**src/rtl/rsb_pkg.sv**
```systemverilog
package rsb_pkg;

  localparam int COORD_W = 8;

  typedef struct packed {
    logic [COORD_W-1:0] x;
    logic [COORD_W-1:0] y;
  } beam_pair_t;

  // Next slot in the interrupt sequence, wrapping from the last slot back
  function automatic int advance_slot(input int cur, input int spacing,
                                      input int last, input int wrap);
    if (cur >= last) return wrap;
    return cur + spacing;
  endfunction

  // Shift both coordinates by k (truncated to COORD_W) and pick the top bit
  // of each half of each coordinate
  function automatic logic [3:0] beam_bits(input beam_pair_t p, input logic [2:0] k);
    logic [COORD_W-1:0] sx;
    logic [COORD_W-1:0] sy;
    sx = p.x << k;
    sy = p.y << k;
    return {sx[COORD_W-1], sx[COORD_W/2-1], sy[COORD_W-1], sy[COORD_W/2-1]};
  endfunction

endpackage

```
**src/rtl/irq_slot_sequencer.sv**
```systemverilog
module irq_slot_sequencer #(
  parameter int LINE_W     = 9,
  parameter int SPACING    = 64,
  parameter int FIRST_SLOT = 0,
  parameter int LAST_SLOT  = 256,
  parameter int WRAP_SLOT  = 64
) (
  input  logic              clk,
  input  logic              rst_n,
  input  logic [LINE_W-1:0] scan_line,
  output logic              fire,
  output logic              capture_evt,
  output logic              shift_evt,
  output logic [2:0]        shift_k
);
  localparam int SLOT_LSB = $clog2(SPACING);

  logic [LINE_W-1:0] next_slot;
  logic [LINE_W-1:0] line_off;

  assign fire        = (scan_line == next_slot);
  assign capture_evt = fire && (next_slot == LINE_W'(WRAP_SLOT));
  assign shift_evt   = fire && (scan_line >= LINE_W'(WRAP_SLOT));
  assign line_off    = scan_line - LINE_W'(WRAP_SLOT);
  assign shift_k     = 3'(line_off >> SLOT_LSB);

  always_ff @(posedge clk or negedge rst_n) begin
    if (!rst_n) begin
      next_slot <= LINE_W'(FIRST_SLOT);
    end else if (fire) begin
      next_slot <= LINE_W'(rsb_pkg::advance_slot(int'(next_slot), SPACING,
                                                 LAST_SLOT, WRAP_SLOT));
    end
  end

  AST_SLOT_ALIGNED: assert property (@(posedge clk) disable iff (!rst_n)
    fire |-> (scan_line[SLOT_LSB-1:0] == '0));

endmodule

```
**src/rtl/irq_driver.sv**
```systemverilog
module irq_driver #(
  parameter int LINE_W       = 9,
  parameter int HPOS_W       = 9,
  parameter int HBLANK_START = 256
) (
  input  logic              clk,
  input  logic              rst_n,
  input  logic              fire,
  input  logic [LINE_W-1:0] scan_line,
  input  logic [HPOS_W-1:0] scan_hpos,
  output logic              irq,
  output logic              drop_evt
);
  logic [LINE_W-1:0] irq_line;

  // A new slot wins over a drop; otherwise drop at hblank or on a line change
  assign drop_evt = irq && !fire &&
                    ((scan_line != irq_line) || (scan_hpos == HPOS_W'(HBLANK_START)));

  always_ff @(posedge clk or negedge rst_n) begin
    if (!rst_n) begin
      irq      <= 1'b0;
      irq_line <= '0;
    end else if (fire) begin
      irq      <= 1'b1;
      irq_line <= scan_line;
    end else if (drop_evt) begin
      irq <= 1'b0;
    end
  end

  AST_IRQ_DROP_AT_HBLANK: assert property (@(posedge clk) disable iff (!rst_n)
    (irq && !fire && scan_hpos == HPOS_W'(HBLANK_START)) |=> !irq);

  AST_NO_RETRIGGER: assert property (@(posedge clk) disable iff (!rst_n)
    $fell(irq) |=> !irq);

endmodule

```
**src/rtl/beam_sampler.sv**
```systemverilog
module beam_sampler #(
  parameter int COORD_W = rsb_pkg::COORD_W
) (
  input  logic               clk,
  input  logic               rst_n,
  input  logic               capture_evt,
  input  logic               shift_evt,
  input  logic [2:0]         shift_k,
  input  logic [COORD_W-1:0] gun_x,
  input  logic [COORD_W-1:0] gun_y,
  output logic [3:0]         beam_nibble
);
  rsb_pkg::beam_pair_t latched;
  rsb_pkg::beam_pair_t source;

  // On the capture slot the fresh inputs feed the nibble directly
  always_comb begin
    if (capture_evt) begin
      source.x = gun_x;
      source.y = gun_y;
    end else begin
      source = latched;
    end
  end

  always_ff @(posedge clk or negedge rst_n) begin
    if (!rst_n) begin
      latched     <= '0;
      beam_nibble <= '0;
    end else begin
      if (capture_evt) latched <= source;
      if (shift_evt)   beam_nibble <= rsb_pkg::beam_bits(source, shift_k);
    end
  end

endmodule

```
**src/rtl/raster_irq_sampler.sv**
```systemverilog
module raster_irq_sampler #(
  parameter int LINE_W       = 9,
  parameter int HPOS_W       = 9,
  parameter int COORD_W      = rsb_pkg::COORD_W,
  parameter int SPACING      = 64,
  parameter int FIRST_SLOT   = 0,
  parameter int LAST_SLOT    = 256,
  parameter int WRAP_SLOT    = 64,
  parameter int HBLANK_START = 256
) (
  input  logic               clk,
  input  logic               rst_n,
  input  logic [LINE_W-1:0]  scan_line,
  input  logic [HPOS_W-1:0]  scan_hpos,
  input  logic [COORD_W-1:0] gun_x,
  input  logic [COORD_W-1:0] gun_y,
  output logic               irq,
  output logic [3:0]         beam_nibble
);
  logic       fire;
  logic       capture_evt;
  logic       shift_evt;
  logic [2:0] shift_k;
  logic       drop_evt;

  irq_slot_sequencer #(
    .LINE_W(LINE_W), .SPACING(SPACING), .FIRST_SLOT(FIRST_SLOT),
    .LAST_SLOT(LAST_SLOT), .WRAP_SLOT(WRAP_SLOT)
  ) u_seq (
    .clk(clk), .rst_n(rst_n), .scan_line(scan_line), .fire(fire),
    .capture_evt(capture_evt), .shift_evt(shift_evt), .shift_k(shift_k)
  );

  irq_driver #(
    .LINE_W(LINE_W), .HPOS_W(HPOS_W), .HBLANK_START(HBLANK_START)
  ) u_irq (
    .clk(clk), .rst_n(rst_n), .fire(fire), .scan_line(scan_line),
    .scan_hpos(scan_hpos), .irq(irq), .drop_evt(drop_evt)
  );

  beam_sampler #(.COORD_W(COORD_W)) u_beam (
    .clk(clk), .rst_n(rst_n), .capture_evt(capture_evt), .shift_evt(shift_evt),
    .shift_k(shift_k), .gun_x(gun_x), .gun_y(gun_y), .beam_nibble(beam_nibble)
  );

  AST_NIBBLE_WITH_IRQ: assert property (@(posedge clk) disable iff (!rst_n)
    !$stable(beam_nibble) |-> $rose(irq));

  AST_DROP_NOT_RISE: assert property (@(posedge clk) disable iff (!rst_n)
    drop_evt |=> !irq);

endmodule

```
**config.mk**
```make
export PLATFORM = sky130hd
export DESIGN_NAME = raster_irq_sampler
export DESIGN_NICKNAME = d
export VERILOG_FILES = /design/src/rtl/rsb_pkg.sv /design/src/rtl/irq_slot_sequencer.sv /design/src/rtl/irq_driver.sv /design/src/rtl/beam_sampler.sv /design/src/rtl/raster_irq_sampler.sv
export SDC_FILE = /design/constraint.sdc
export NUM_CORES = 1
export LEC_CHECK = 0
export ABC_AREA = 1
export BUFFER_PORTS_ARGS = -buffer_cell sky130_fd_sc_hd__buf_2
export CAP_MARGIN = 30
export CORE_MARGIN = 5
export CORE_UTILIZATION = 45
export DETAILED_ROUTE_END_ITERATION = 8
export PLACE_DENSITY = 0.73
export SYNTH_ARGS = -nofsm -noshare
export SYNTH_HDL_FRONTEND = slang
export SYNTH_SLANG_ARGS = --single-unit
```
**constraint.sdc**
```tcl
create_clock -name clk -period 2.9 [get_ports clk]
set_clock_uncertainty 0.1 [all_clocks]
set_input_delay 0.87 -clock clk [delete_from_list [all_inputs] [get_ports clk]]
set_output_delay 0.87 -clock clk [all_outputs]
set_load 0.03 [all_outputs]
```
* Yosys cells after proc, flatten, opt, wreduce, memory -nomap -nowiden
Cells that the tools add are included. Widths: inputs -> output; s select.
Word-level totals: bits in registers 39, bits of input ports 36, output and inout bits 5, word-level logic and storage cells 30
Operators by class: add/subtract/negate cells 2, magnitude comparators 2, eq/ne operators 4, shifts and indexed selects 2, multiplexer cells 7, reductions and logical operators 7
Operators with widths (number):
- $mux 16 | 1
- $shl 8x3->8 | 2
- $add 9x7->9 const B | 1
- $eq 9x7->1 const B | 1
- $eq 9x9->1 | 1
- $eq 9x9->1 const B | 1
- $ge 9x7->1 const B | 1
- $ge 9x9->1 const B | 1
- $mux 9 | 1
- $ne 9x9->1 | 1
- $sub 9x7->9 const B | 1
- $mux 7 | 1
- $logic_and 1x1->1 | 4
- $mux 1 | 4
- $reduce_bool 2->1 | 1
- $logic_not 1->1 | 1
- $logic_or 1x1->1 | 1

* Logic depth before layout (Yosys ltp)
Gate-level depths: netlist of the first run.
depth after elaboration 6, mapped depth 12, depth with buffers taken out 11

* Cells and area by module
Synthesis of the first run repeated with hierarchy kept, for this count alone.
Unflattened totals: cell total of the unflattened synthesis 252, area total of the unflattened synthesis 1838.0 um^2
Modules (own cells, without submodules):
- beam_sampler | instances 1, cells each 119, area an instance 957.2 um^2, seq. area each 500.5 um^2
- irq_driver | instances 1, cells each 85, area an instance 561.8 um^2, seq. area each 250.2 um^2
- irq_slot_sequencer | instances 1, cells each 48, area an instance 319.1 um^2, seq. area each 75.1 um^2

* Worst setup path after synthesis of the first run
OpenSTA, ideal clock, no wires.
kind input -> register, start point input scan_line[2], end point register u_beam.beam_nibble[1], setup time 0.124 ns, arrival time 1.960 ns, required time 2.676 ns, path slack 0.716 ns, stages 11, path buffers 1, cell sequence nor2_1 > nand2_1 > nor2_2 > nand2_2 > nor2_4 > buf_6 > nand3b_4 > nand3_2 > nand3_1 > nand3_1 > nand3_1
Between the ends: cells in the longest elaborated chain, start to end 4, elaborated cells between the ends (all ways) 7, classes of those cells add/sub: 1; order compare: 1; eq/ne: 1; shift: 1; mux: 1; reduce/logical: 2
RTL lines:
- from (decl) | RTL line raster_irq_sampler.sv:13 | input logic [LINE_W-1:0] scan_line,
- branches (longest 4 deep; another with $sub 9x7->9)
- to (signal assigned) | RTL line beam_sampler.sv:32 | if (shift_evt) beam_nibble <= rsb_pkg::beam_bits(source, shift_k);
- to (decl) | RTL line beam_sampler.sv:11 | output logic [3:0] beam_nibble
Several ways; the timed one is not identified. A chain may end at the register's enable or synchronous reset.

* Final worst setup path of the first run
Same ends and word-level chain as after synthesis.

==> flow_results.org, run 1 <==
** Outcome
- The run finished with clean final reports.

** Yosys
- Net count after synthesis :: 280
- Number of enable-type register cells in the synthesized netlist :: 0
- Synth top area share :: between 40% and 50%
- The synthesized design spends more area on one cell type than any other, namely dfrtp_1.
- For this run, the number of Yosys warnings is 0.
- After synthesis the cells add up to 1900 µm².
- #FFs+latches synth :: 33
- Of the synthesized area, sequential elements account for 43.6%.
- Gate Count Post-Synth :: between 200 and 250
- Distinct cells, synth :: 30
- Counting flops with an async set or reset pin after synthesis yields a share of 100%.
- The most common cell in the synthesized netlist is nand2_1.
- Ys flop type :: dfrtp_1
- Largest cells by area after synthesis :: dfrtp_1, nand3_1, nand2_1, inv_1, ha_1
- Each instance of the synthesized netlist takes up on average 7.93 µm².
- Counting instances in the post-synthesis netlist gives the leading cell types as nand2_1, inv_1, nand3_1, dfrtp_1.

** Pwr
- Internal power consumption :: approximately 0.8 mW
- Net switching is 23.2% of the power.
- For this design the static power due to leakage is roughly 1.3 nW.
- Worst IR Drop VDD :: ~0.23 mV
- Clk network pwr share :: between 40 and 50%
- Sequential cells account for between 40% and 50% of the total power.
- Total power per unit cell area :: about 460 nW/µm²
- Total power for the finished layout comes to roughly 1.0 mW.
- Sw power :: roughly 0.24 mW
- Combinational cells account for 11.2% of the total power.

** Critical path
- Crit path arrival time :: between 2 and 2.5 ns
- Launching element type of the critical path :: primary input
- Setup slack of the most critical reg-to-reg path :: 0.76 ns
- Worst endpoint required time :: ~3.0 ns
- The worst setup path is captured at a flip-flop.
- Crit path kind :: primary input to flip-flop
- Following the worst setup path forward leads to its endpoint at u_beam.beam_nibble[1]$_DFFE_PN0P_.
- Critical path peak fanout :: 18
- The critical path starts at scan_line[2].
- Depth of the worst register-to-register path :: 11
- Reg2Reg Capture Point :: u_beam.beam_nibble[3]$_DFFE_PN0P_
- In this run the critical register-to-register path is launched from u_seq.next_slot[7]$_DFFE_PN0P_.

** Global routing
- Aggregate global-route resource usage :: between 15 and 20%
- After global routing the overflow that remains totals 0.
- Initial antenna violation count :: 0
- Entering global routing, the biggest net connects 34 pins.
- The first global-routing pass estimated ~7100 µm of wire.
- Vias in the first global route :: around 1600

** Floorplan
- Initial core utilization :: about 47%
- Horizontal die dimension :: 74.9 µm
- Total core area :: around 4000 µm²
- The floorplan has 23 rows.
- IO Count :: 41
- From bottom edge to top edge, the die measures roughly 75 µm.
- The die covers approximately 5600 µm².

** Detailed routing
- The first detailed-routing pass ran for 4 iterations.
- After the first detailed-routing iteration, the DRC count stood at 96.
- For this block, the routed nets add up to ~4200 µm of wire.
- Detailed-route via count :: around 1600
- After detailed routing, the average wire length per cell comes to 12.6 µm.
- After detailed routing, the number of vias per cell comes to 4.84.
- Post-DRT Antenna Nets :: 0
- After detailed routing, the number of remaining DRC violations is 0.

** Placement
- HPWL after DPL :: 3240 µm
- At the end of routability-driven placement, the weighted congestion stood at around 0.84.
- In this run the tool buffered the top-level ports with 40 buffer cells.

** Clocking
- Clk pin slew, worst setup/hold paths :: 0.07 ns
- Htree depth :: 2
- CTS tree :: yes
- Root buf cell :: clkbuf_8
- The number of clock buffers added by TritonCTS is 5.
- Post-cts gate resize count :: 0
- Total setup buffers inserted after CTS :: 0
- TritonCTS sink count :: 33
- The later pin in the worst-skew pair is clocked with a latency of 0.28 ns.
- The clock passes through at most 2 buffers.
- Count of hold-fix buffers inserted at cts :: 0

** STA
- Measured against its own limit, the worst slew margin works out to roughly 50%.
- The final critical path takes up 80.9% of the cycle.
- Derived from the worst setup path, the maximum achievable clock frequency is between 400 and 500 MHz.
- Post-layout min period :: about 2.3 ns
- Max Slew Vio Count :: 0
- Setup repair after global routing left no endpoint under its margin.
- Hold violation total from the final report :: 0
- For the pin with the worst max-slew slack, the measured transition is about 0.76 ns.
- Setup violations remaining at the end of the flow were counted as 0.
- Setup total negative slack on the finished layout was measured at 0 ns.

** Job
- Max Cap Violations :: 0

** Layout
- For this run, the post-layout net count is between 300 and 400.
- Proportion of layout cells with a drive suffix above 1 :: between 20% and 30%
- Fill cells in the final layout number 385.
- Number of antenna cells inserted :: 0
- Area delta synth->final :: 19.6%

** Worst hold path
- Class of the worst hold path :: flip-flop to flip-flop
cell usage in the layout, fill, tap and decap left out, types with 5 or more instances in the layout:
cell type and count:
nand2_1 49, o21ai_0 8, clkbuf_8 6, ha_1 5, nor2_1 7, buf_2 40
dfrtp_1 33, and2_1 8, nand3_1 37, inv_1 44, nand3b_1 5, o21a_1 8
final cells by class:
| cell class | count | area [µm²] | share of cell area, % |
|---|---|---|---|
| clock buffers | 7 | 86.3 | 3.81 |
| multi-input cells | 153 | 860 | 37.9 |
| repair buffers | 43 | 223 | 9.82 |
| inverters | 48 | 180 | 7.95 |
| flip-flops and latches | 33 | 826 | 36.4 |
| clock inverters | 1 | 30.0 | 1.32 |
| well taps | 50 | 62.6 | 2.76 |
state kept, by name (all words and copies together) (netlist names):
register / count
u_beam.beam_nibble: 4
u_beam.latched: 16
u_irq.irq: 1
u_irq.irq_line: 9
u_seq.next_slot: 3
power by group through the flow:
| stage | Sequential (mW) | Combinational, mW | Clock, mW |
|---|---|---|---|
| 2_1_floorplan | 0.492 | 0.0552 | 0 |
| 5_1_grt | 0.480 | 0.131 | 0.475 |
| 6_report | 0.479 | 0.116 | 0.441 |
| 3_3_place_gp | 0.487 | 0.115 | 0 |
| 3_5_place_dp | 0.487 | 0.117 | 0 |
| 4_1_cts | 0.478 | 0.118 | 0.450 |
worst min-delay path by stage:
stage	start	slack, ns	endpoint	depth (start not counted)
floorplan	u_irq.irq_line[2]$_DFFE_PN0P_	0.34	u_irq.irq_line[2]$_DFFE_PN0P_	2
global placement	u_irq.irq_line[4]$_DFFE_PN0P_	0.35	u_irq.irq_line[4]$_DFFE_PN0P_	2
detailed placement	u_irq.irq_line[4]$_DFFE_PN0P_	0.35	u_irq.irq_line[4]$_DFFE_PN0P_	2
CTS	u_irq.irq_line[4]$_DFFE_PN0P_	0.37	u_irq.irq_line[4]$_DFFE_PN0P_	2
global route	u_irq.irq_line[5]$_DFFE_PN0P_	0.41	u_irq.irq_line[5]$_DFFE_PN0P_	2
finish	u_irq.irq_line[4]$_DFFE_PN0P_	0.36	u_irq.irq_line[4]$_DFFE_PN0P_	2
stage by stage:
step	cell area [µm²]	std cells	hold slack (ns)	utilization [%]	setup slack, ns
5_1_grt	2270	335	0.415	56.3	0.365
2_1_floorplan	1900	239	0.336	-	0.716
3_5_place_dp	2150	327	0.353	53.4	0.278
4_1_cts	2270	335	0.370	56.3	0.560
3_3_place_gp	2150	327	0.350	53.4	0.313
6_report	2270	335	0.365	56.3	0.553
critical path, stage by stage:
cell and delay (ns):
buf_2 0.11, nor2_1 0.14, nand2_1 0.09, nor2_2 0.19, nand2_2 0.08, nor2_4 0.34, o21ai_2 0.18, nor2_1 0.26
nand3_1 0.13, nand3_1 0.07
layer usage:
layer / part of all wire (%) / up-vias / track usage, %
li1: - / 844 / -
met1: 47 / 745 / 21.7
met2: 47 / 29 / 27.1
met3: 4.4 / 4 / 4.41
met4: 1.2 / 0 / 5.53
met5: 0 / - / 0
cell families after synthesis:
family,share of synthesized area (%)
xor gates and xnor gates,2.31
buffers and inverters,11.1
adders and majority gates,3.30
AOI/OAI and AO/OA,7.33
and+or+nand+nor,32.4
DFF,43.6
No activity file was read; power rests on OpenSTA's default activity.
==> run 2: changes to the inputs <==
--- a/config.mk
+++ b/config.mk
@@ -11,7 +11,7 @@
 export CORE_MARGIN = 5
 export CORE_UTILIZATION = 45
 export DETAILED_ROUTE_END_ITERATION = 8
-export PLACE_DENSITY = 0.73
+export PLACE_DENSITY = 0.76
 export SYNTH_ARGS = -nofsm -noshare
 export SYNTH_HDL_FRONTEND = slang
 export SYNTH_SLANG_ARGS = --single-unit
==> constraint.sdc (replaced) <==
create_clock -name clk -period 2 [get_ports clk]
set_clock_uncertainty 0.1 [all_clocks]
set_input_delay 0.6 -clock clk [delete_from_list [all_inputs] [get_ports clk]]
set_output_delay 0.6 -clock clk [all_outputs]
set_load 0.03 [all_outputs]
==> run 2 against run 1 <==
  * Routed wire length grew 6.2%
  * Clock power grew 27%
  * Design area up 9.3%
  * Cell count rose by 8.4%
  * Highest routed layer unchanged
  * Total power rose by 40%
  * Die area stayed put
  * Via count increased by 8.3%
==> flow_results.org, run 2 (synthesis results as in run 1) <==
** Outcome
- Outcome :: complete, no violations

** STA
- The number of failing setup endpoints in the final timing report came to 0 (unchanged).
- Hold violation total from the final report :: 0 (unchanged)
- The minimum setup slack in the final design came to 0.155 ns (-0.399 ns).
- Max Slew Vio Count :: 0 (unchanged)
- Setup repair after global routing could not meet its margin everywhere.
- Dividing the final minimum period by the clock period gives roughly 92%.
- Counting I/O delays and the setup requirement, the final critical path takes 1.85 ns.
- Fmax achieved :: between 500 and 600 MHz
- The transition time at the pin with the least slew margin was 0.436 ns (-0.320 ns).
- The relative slew slack is 71.0% (+21 points).

** Placement
- HPWL after DPL :: 3410 µm (+5.2%)
- Placed cells :: 354 (+8.3%)
- Number of buffers inserted by port buffering :: 40 (unchanged)
- The placer's final routability congestion estimate is 0.858 (+2.2%).
- The placement-stage worst setup slack is -0.173 ns (-0.451 ns).

** Global routing
- The initial antenna violation count came to 0 (unchanged).
- Global-route wire length before repair :: 7270 µm (+2.0%)
- The total global routing track utilization was 17.2% (+0.52 points).
- The via count of the first global-routing pass was 1653 (+5.0%).
- The residual overflow from global routing is 0 (unchanged).
- Pin count of the biggest net entering global routing :: 25 (-26%)

** Layout
- The share of post-route cells with drive strength above 1 came to 29.7% (+7.3 points).
- Area of the multi-input gates :: 871 µm² (+1.3%)
- The register with the most flip-flops in the final layout is u_beam.latched.
- Core Util, Final :: 61.5% (+5.2 points)
- The number of filler cells placed in the layout was 375 (-2.6%).
- The flip-flop count of the largest register, all copies and words added came to 16 (unchanged).
- The net total in the final layout is 353 (+8.6%).
- Most frequent cells in the layout :: nand2_1, inv_1, buf_2
- Number of antenna cells inserted :: 0 (unchanged)
- Area delta synth->final :: 30.8%
- The total area of sequential cells came to 826 µm² (unchanged).
- The post-route non-filler standard cell count is 363 (+8.4%).
- The largest registers in the layout are u_beam.latched: 16 flops, u_irq.irq_line: 9 flops, u_beam.beam_nibble: 4 flops.
- Leaving out fill and tap cells, the most frequent cell in the layout is nand2_1.

** Detailed routing
- The count of antenna-violating nets left after detailed routing came to 0 (unchanged).
- Number of vias per cell :: 4.84 (about the same)
- Drt drc :: 0 (unchanged)
- The number of detailed-routing iterations run before antenna repair came to 4 (unchanged).
- Total wire length :: 4470 µm (+6.2%)
- The via total after detailed routing is 1757 (+8.3%).
- DRC marker count from the first detailed-route iteration :: 119 (+24%)
- The post-detailed-route wirelength per cell is 12.3 µm (-2.0%).

** Critical path
- Setup slack of the most critical reg-to-reg path :: 0.16 ns (-0.60 ns)
- Endpoint type of the worst setup path :: flip-flop
- Depth of the worst register-to-register path :: 11 (unchanged)
- Source of the worst register-to-register timing path :: u_seq.next_slot[7]$_DFFE_PN0P_
- The data arrival time of the critical path is 1.92 ns (-0.54 ns).
- Critical path peak fanout :: 5 (-13)
- Crit path kind :: primary input to flip-flop
- Critical path origin :: scan_line[2]
- STA classifies the critical path startpoint as a primary input.
- The data required time at the worst endpoint was 2.08 ns (-0.94 ns).
- The critical path ends at u_beam.beam_nibble[1]$_DFFE_PN0P_.
- The endpoint identified for the worst register-to-register timing path is u_beam.beam_nibble[1]$_DFFE_PN0P_.

** Floorplan
- The initial core utilization is 47.0% (unchanged).
- The number of cell rows came to 23 (unchanged).
- The die area came to 5610 µm² (unchanged).
- The area of the core region is 4030 µm² (unchanged).
- The floorplan die width was 74.9 µm (unchanged).
- The die extent in y is 74.9 µm (unchanged).
- The number of top-level pins is 41 (unchanged).

** Job
- Max Cap Violations :: 0 (unchanged)

** Clocking
- Clk pin slew, worst setup/hold paths :: 0.07 ns (about the same)
- Clock buffers created by TritonCTS :: 5 (unchanged)
- TritonCTS built the clock tree.
- Total setup buffers inserted after CTS :: 0 (unchanged)
- Htree depth :: 2 (unchanged)
- TritonCTS sink count :: 33 (unchanged)
- The clock insertion delay at the later pin of the skew report is 0.29 ns (about the same).
- The tree is rooted in a clkbuf_8.
- The maximum number of buffers from clock root to sink came to 2 (unchanged).

** Pwr
- Worst IR Drop VDD :: 0.350 mV (+49%)
- Total power per unit cell area :: 587 nW/µm² (+28%)
- The static power due to leakage was 1.41 nW (+10%).
- Sum of internal, switching and leakage power :: 1.45 mW (+40%)

** Worst hold path
- Class of the worst hold path :: primary input to async pin
[run 2: critical path, cell delays in order]
cell	delay (ns)
buf_2	0.11
nor2_1	0.14
nand2_1	0.12
nor2_4	0.15
nand2_2	0.10
nor2_4	0.19
buf_4	0.17
nand3b_4	0.08
nand3_2	0.06
nand3_1	0.07
nand3_1	0.08
nand3_1	0.06
[run 2: stage by stage]
stage            TNS [ns]  instance area (µm²)  hold WS (ns)
6_report                0                 2480         0.147
5_1_grt        -0.0000391                 2480         0.171
4_1_cts                 0                 2470         0.160
3_5_place_dp        -1.87                 2370         0.370
3_3_place_gp        -1.04                 2370         0.351
2_1_floorplan           0                 1900         0.204
[run 2: worst min path at each step]
stage                                             start                                end  depth (start not counted)
final                                             rst_n      u_irq.irq_line[8]$_DFFE_PN0P_                          1
after global routing                              rst_n      u_irq.irq_line[8]$_DFFE_PN0P_                          1
after CTS                                         rst_n      u_beam.latched[9]$_DFFE_PN0N_                          1
after detailed placement  u_irq.irq_line[4]$_DFFE_PN0P_      u_irq.irq_line[4]$_DFFE_PN0P_                          2
after global placement    u_irq.irq_line[2]$_DFFE_PN0P_      u_irq.irq_line[2]$_DFFE_PN0P_                          2
after floorplan                                   rst_n  u_beam.beam_nibble[0]$_DFFE_PN0P_                          0
[run 2: final cells by class]
class                           count  area share, %
Inverter                           48           7.27
Timing Repair Buffer               70           17.7
Clock buffer                        7           3.89
Tap cell                           50           2.52
Multi-Input combinational cell    154           35.1
Clock inverter                      1          0.202
Sequential cell                    33           33.3
[run 2: report_power, final]
group | switching, mW | internal, mW
Clock | 0.248 | 0.311
Combinational | 0.110 | 0.0923
Sequential | 0.0113 | 0.681
Total | 0.369 | 1.08
[run 2: metal layers]
layer	GRT usage (%)	part of all wire, %	up-vias
met5	0	0	-
li1	-	-	904
met2	27.7	49	48
met4	7.71	1.8	0
met1	22.0	44	797
met3	4.14	4.8	8
[run 2: repair_timing]
item / in CTS / in global routing
resized for setup: 0 / 1
endpoints found under the setup margin: 0 / 3
hold buffers: 0 / 0
==> run 3: changes to the inputs <==
--- a/config.mk
+++ b/config.mk
@@ -8,6 +8,7 @@
 export ABC_AREA = 1
 export BUFFER_PORTS_ARGS = -buffer_cell sky130_fd_sc_hd__buf_2
 export CAP_MARGIN = 30
+export CORE_ASPECT_RATIO = 0.75
 export CORE_MARGIN = 5
 export CORE_UTILIZATION = 45
 export DETAILED_ROUTE_END_ITERATION = 8
==> run 3 against run 2 <==
  * Clock-buffer cell count is the same
  * Fmax up 0.30%
  * Clock power down 8.8%
  * Design area down 0.45%
  * Flip-flop and latch count unchanged
  * Largest power group unchanged
  * Via count grew 2.3%
  * Cell count stayed put
==> flow_results.org, run 3 (synthesis results as in run 1) <==
** Outcome
- The flow ran to the end, and the final reports show no timing, DRC or antenna violations.

** Clocking
- The number of instances resized during post-cts repair is 0 (unchanged).
- The clock insertion delay at the later pin of the skew report was 0.28 ns (about the same).
- CTS tree :: yes
- Clk pin slew, worst setup/hold paths :: 0.07 ns (about the same)
- Htree depth :: 2 (unchanged)
- Number of buffers on the longest clock path :: 2 (unchanged)
- The count of buffers added by post-CTS timing repair for setup came to 0 (unchanged).
- The hold buffer count at CTS is 0 (unchanged).
- TritonCTS sink count :: 33 (unchanged)
- The number of buffers created by CTS came to 5 (unchanged).
- CTS placed an instance of clkbuf_8 at the clock tree root.

** Critical path
- The endpoint identified for the worst register-to-register timing path is u_beam.beam_nibble[3]$_DFFE_PN0P_.
- The largest stage delay on the critical path was 0.18 ns (about the same).
- Launching element type of the critical path :: primary input
- Top delay family on crit path :: simple AND/OR/NAND/NOR gates
- Endpoint type of the worst setup path :: flip-flop
- The register-to-register path setup slack is 0.17 ns (about the same).
- Worst Path Buf+Inv :: 2 (unchanged)
- Crit path kind :: primary input to flip-flop
- Source of the worst register-to-register timing path :: u_seq.next_slot[7]$_DFFE_PN0P_
- The largest fanout on the critical path was 6 (+1).
- The number of cell instances on the worst register-to-register path came to 11 (unchanged).
- The critical path goes through buf_2, nor2_1, nand2_1, nor2_4, nand2_2, nor2_4, buf_4, o21ai_2, nor2_2, nand3_1, nand3_1.
- The slowest stage of the critical path is the nor2_2 cell.
- Crit path arrival time :: 1.96 ns (+0.04 ns)
- The data required time at the worst endpoint is 2.12 ns (+0.04 ns).

** Pwr
- The ratio of total power to cell area came to 572 nW/µm² (-2.6%).
- Worst IR Drop VDD :: 0.317 mV (-9.4%)
- Static leakage :: 1.38 nW (-2.1%)
- The reported net switching power was 0.365 mW (-1.2%).
- Internal power consumption :: 1.05 mW (-3.6%)
- The combinational power share was 14.7% (+0.8 points).
- The sequential power share is 49.2% (+1.6 points).
- Sum of internal, switching and leakage power :: 1.41 mW (-3.0%)
- Switching Fraction :: 25.9% (+0.47 points)
- Clk network pwr share :: 36.1% (-2.3 points)

** Layout
- Number of fill cells in the layout :: 385 (+2.7%)
- The largest registers in the layout are u_beam.latched: 16 flops, u_irq.irq_line: 9 flops, u_beam.beam_nibble: 4 flops.
- Number of antenna cells inserted :: 0 (unchanged)
- In the layout the commonest cells are nand2_1, inv_1, buf_2.
- Proportion of layout cells with a drive suffix above 1 :: 29.2% (-0.49 points)
- Counting flops per register, the top entry is u_beam.latched.
- Post-route non-filler standard cell count :: 363 (unchanged)
- The flip-flop count of the largest register, all copies and words added was 16 (unchanged).
- FF+latch area :: 826 µm² (unchanged)
- Leaving out fill and tap cells, the most frequent cell in the layout is nand2_1.
- Area delta synth->final :: 30.2%
- Area of the multi-input gates :: 880 µm² (+1.0%)
- Layout Nets :: 349 (-1.1%)

** Global routing
- The maximum number of pins on one net before global-route repair is 25 (unchanged).
- Initial antenna violation count :: 0 (unchanged)
- The total global routing track utilization came to 18.7% (+1.5 points).
- The residual overflow from global routing came to 0 (unchanged).
- The global-route wire length before repair came to 8240 µm (+13%).
- Vias in the first global route :: 1802 (+9.0%)

** Detailed routing
- The via density per instance came to 4.95 (+2.3%).
- The post-detailed-route wirelength per cell was 13.0 µm (+5.4%).
- Drt drc :: 0 (unchanged)
- The number of detailed-routing iterations run before antenna repair came to 4 (unchanged).
- The via total after detailed routing is 1798 (+2.3%).
- Post-DRT Antenna Nets :: 0 (unchanged)
- The total detailed-routing wirelength is 4710 µm (+5.4%).
- The count of routing violations after the opening detailed-route iteration is 180 (+51%).

** Placement
- Number of buffers inserted by port buffering :: 40 (unchanged)
- HPWL after DPL :: 3550 µm (+4.1%)
- The placer's final routability congestion estimate was 0.853 (-0.51%).
- The total instance count after detailed placement is 356 (+0.56%).

** Floorplan
- The initial core utilization is 46.8% (-0.29 points).
- Die ar. :: 5620 µm² (+0.25%)
- The floorplan die width is 84.9 µm (+13%).
- Total core area :: 4050 µm² (+0.62%)
- The number of cell rows came to 20 (-13%).
- IO Count :: 41 (unchanged)
- Die height :: 66.2 µm (-12%)

** STA
- The transition time at the pin with the least slew margin is 0.395 ns (-0.0411 ns).
- Fmax achieved :: 544 MHz (+0.30%)
- The final critical delay including setup and external delays is 1.84 ns (-0.00548 ns).
- The number of failing setup endpoints in the final timing report is 0 (unchanged).
- The post-route setup TNS was 0 ns (unchanged).
- Headroom to the max-slew limit :: 73.7% (+2.7 points)
- Hold violation total from the final report :: 0 (unchanged)
- Max Slew Vio Count :: 0 (unchanged)
- Period utilisation layout :: 92.0% (-0.27 points)

** Job
- The number of violations of the max-capacitance limit was 0 (unchanged).

** Worst hold path
- Class of the worst hold path :: primary input to async pin
[run 3: cell type report]
type                            count  share of cell area (%)
Tap cell                           55                    2.79
Timing Repair Buffer               67                    17.1
Sequential cell                    33                    33.5
Inverter                           48                    7.45
Clock buffer                        7                    3.50
Multi-Input combinational cell    153                    35.6
[run 3: worst max path at each step]
stage / start / to / slack (ns) / cells after the start
floorplan: scan_line[2] / u_beam.beam_nibble[1]$_DFFE_PN0P_ / 0.09 / 11
global placement: scan_line[5] / u_beam.beam_nibble[1]$_DFFE_PN0P_ / -0.21 / 11
finish: scan_line[2] / u_beam.beam_nibble[1]$_DFFE_PN0P_ / 0.16 / 11
detailed placement: scan_line[5] / u_beam.beam_nibble[1]$_DFFE_PN0P_ / -0.22 / 11
CTS: scan_line[5] / u_beam.beam_nibble[1]$_DFFE_PN0P_ / 0.05 / 11
global route: scan_line[2] / u_beam.beam_nibble[1]$_DFFE_PN0P_ / -0.007 / 12
[run 3: worst reg2reg max path, stage by stage (launching register included)]
cell     delay (ns)
dfrtp_1        0.39
inv_1          0.13
ha_1           0.17
inv_1          0.06
nor2_4         0.12
nand4_4        0.14
buf_8          0.19
nand2_1        0.10
nand3_1        0.09
nand3_1        0.12
nand3_1        0.09
nand3_1        0.08
[run 3: through the flow]
step / setup WS [ns] / hold WS, ns / cell area (µm²) / utilization (%)
6_report: 0.160 / 0.131 / 2470 / 60.9
5_1_grt: -0.00711 / 0.159 / 2470 / 60.9
3_3_place_gp: -0.208 / 0.351 / 2350 / 58.0
3_5_place_dp: -0.223 / 0.351 / 2350 / 58.0
2_1_floorplan: 0.0861 / 0.204 / 1900 / -
4_1_cts: 0.0465 / 0.143 / 2440 / 60.1
[run 3: routing by layer]
| layer | vias to the layer above | track usage (%) | part of all wire, % | wire length (µm) |
|---|---|---|---|---|
| met2 | 69 | 30.8 | 47 | 2230 |
| li1 | 893 | - | - | - |
| met1 | 825 | 23.9 | 44 | 2060 |
| met4 | 0 | 7.31 | 2.4 | 111 |
| met3 | 11 | 4.11 | 6.7 | 314 |
| met5 | - | 0 | 0 | 0 |
[run 3: power by group through the flow]
stage / Sequential (mW) / Combinational, mW / Clock [mW]
6_report: 0.694 / 0.207 / 0.510
5_1_grt: 0.696 / 0.232 / 0.541
4_1_cts: 0.693 / 0.204 / 0.519
3_5_place_dp: 0.705 / 0.201 / 0
3_3_place_gp: 0.705 / 0.195 / 0
2_1_floorplan: 0.713 / 0.0800 / 0
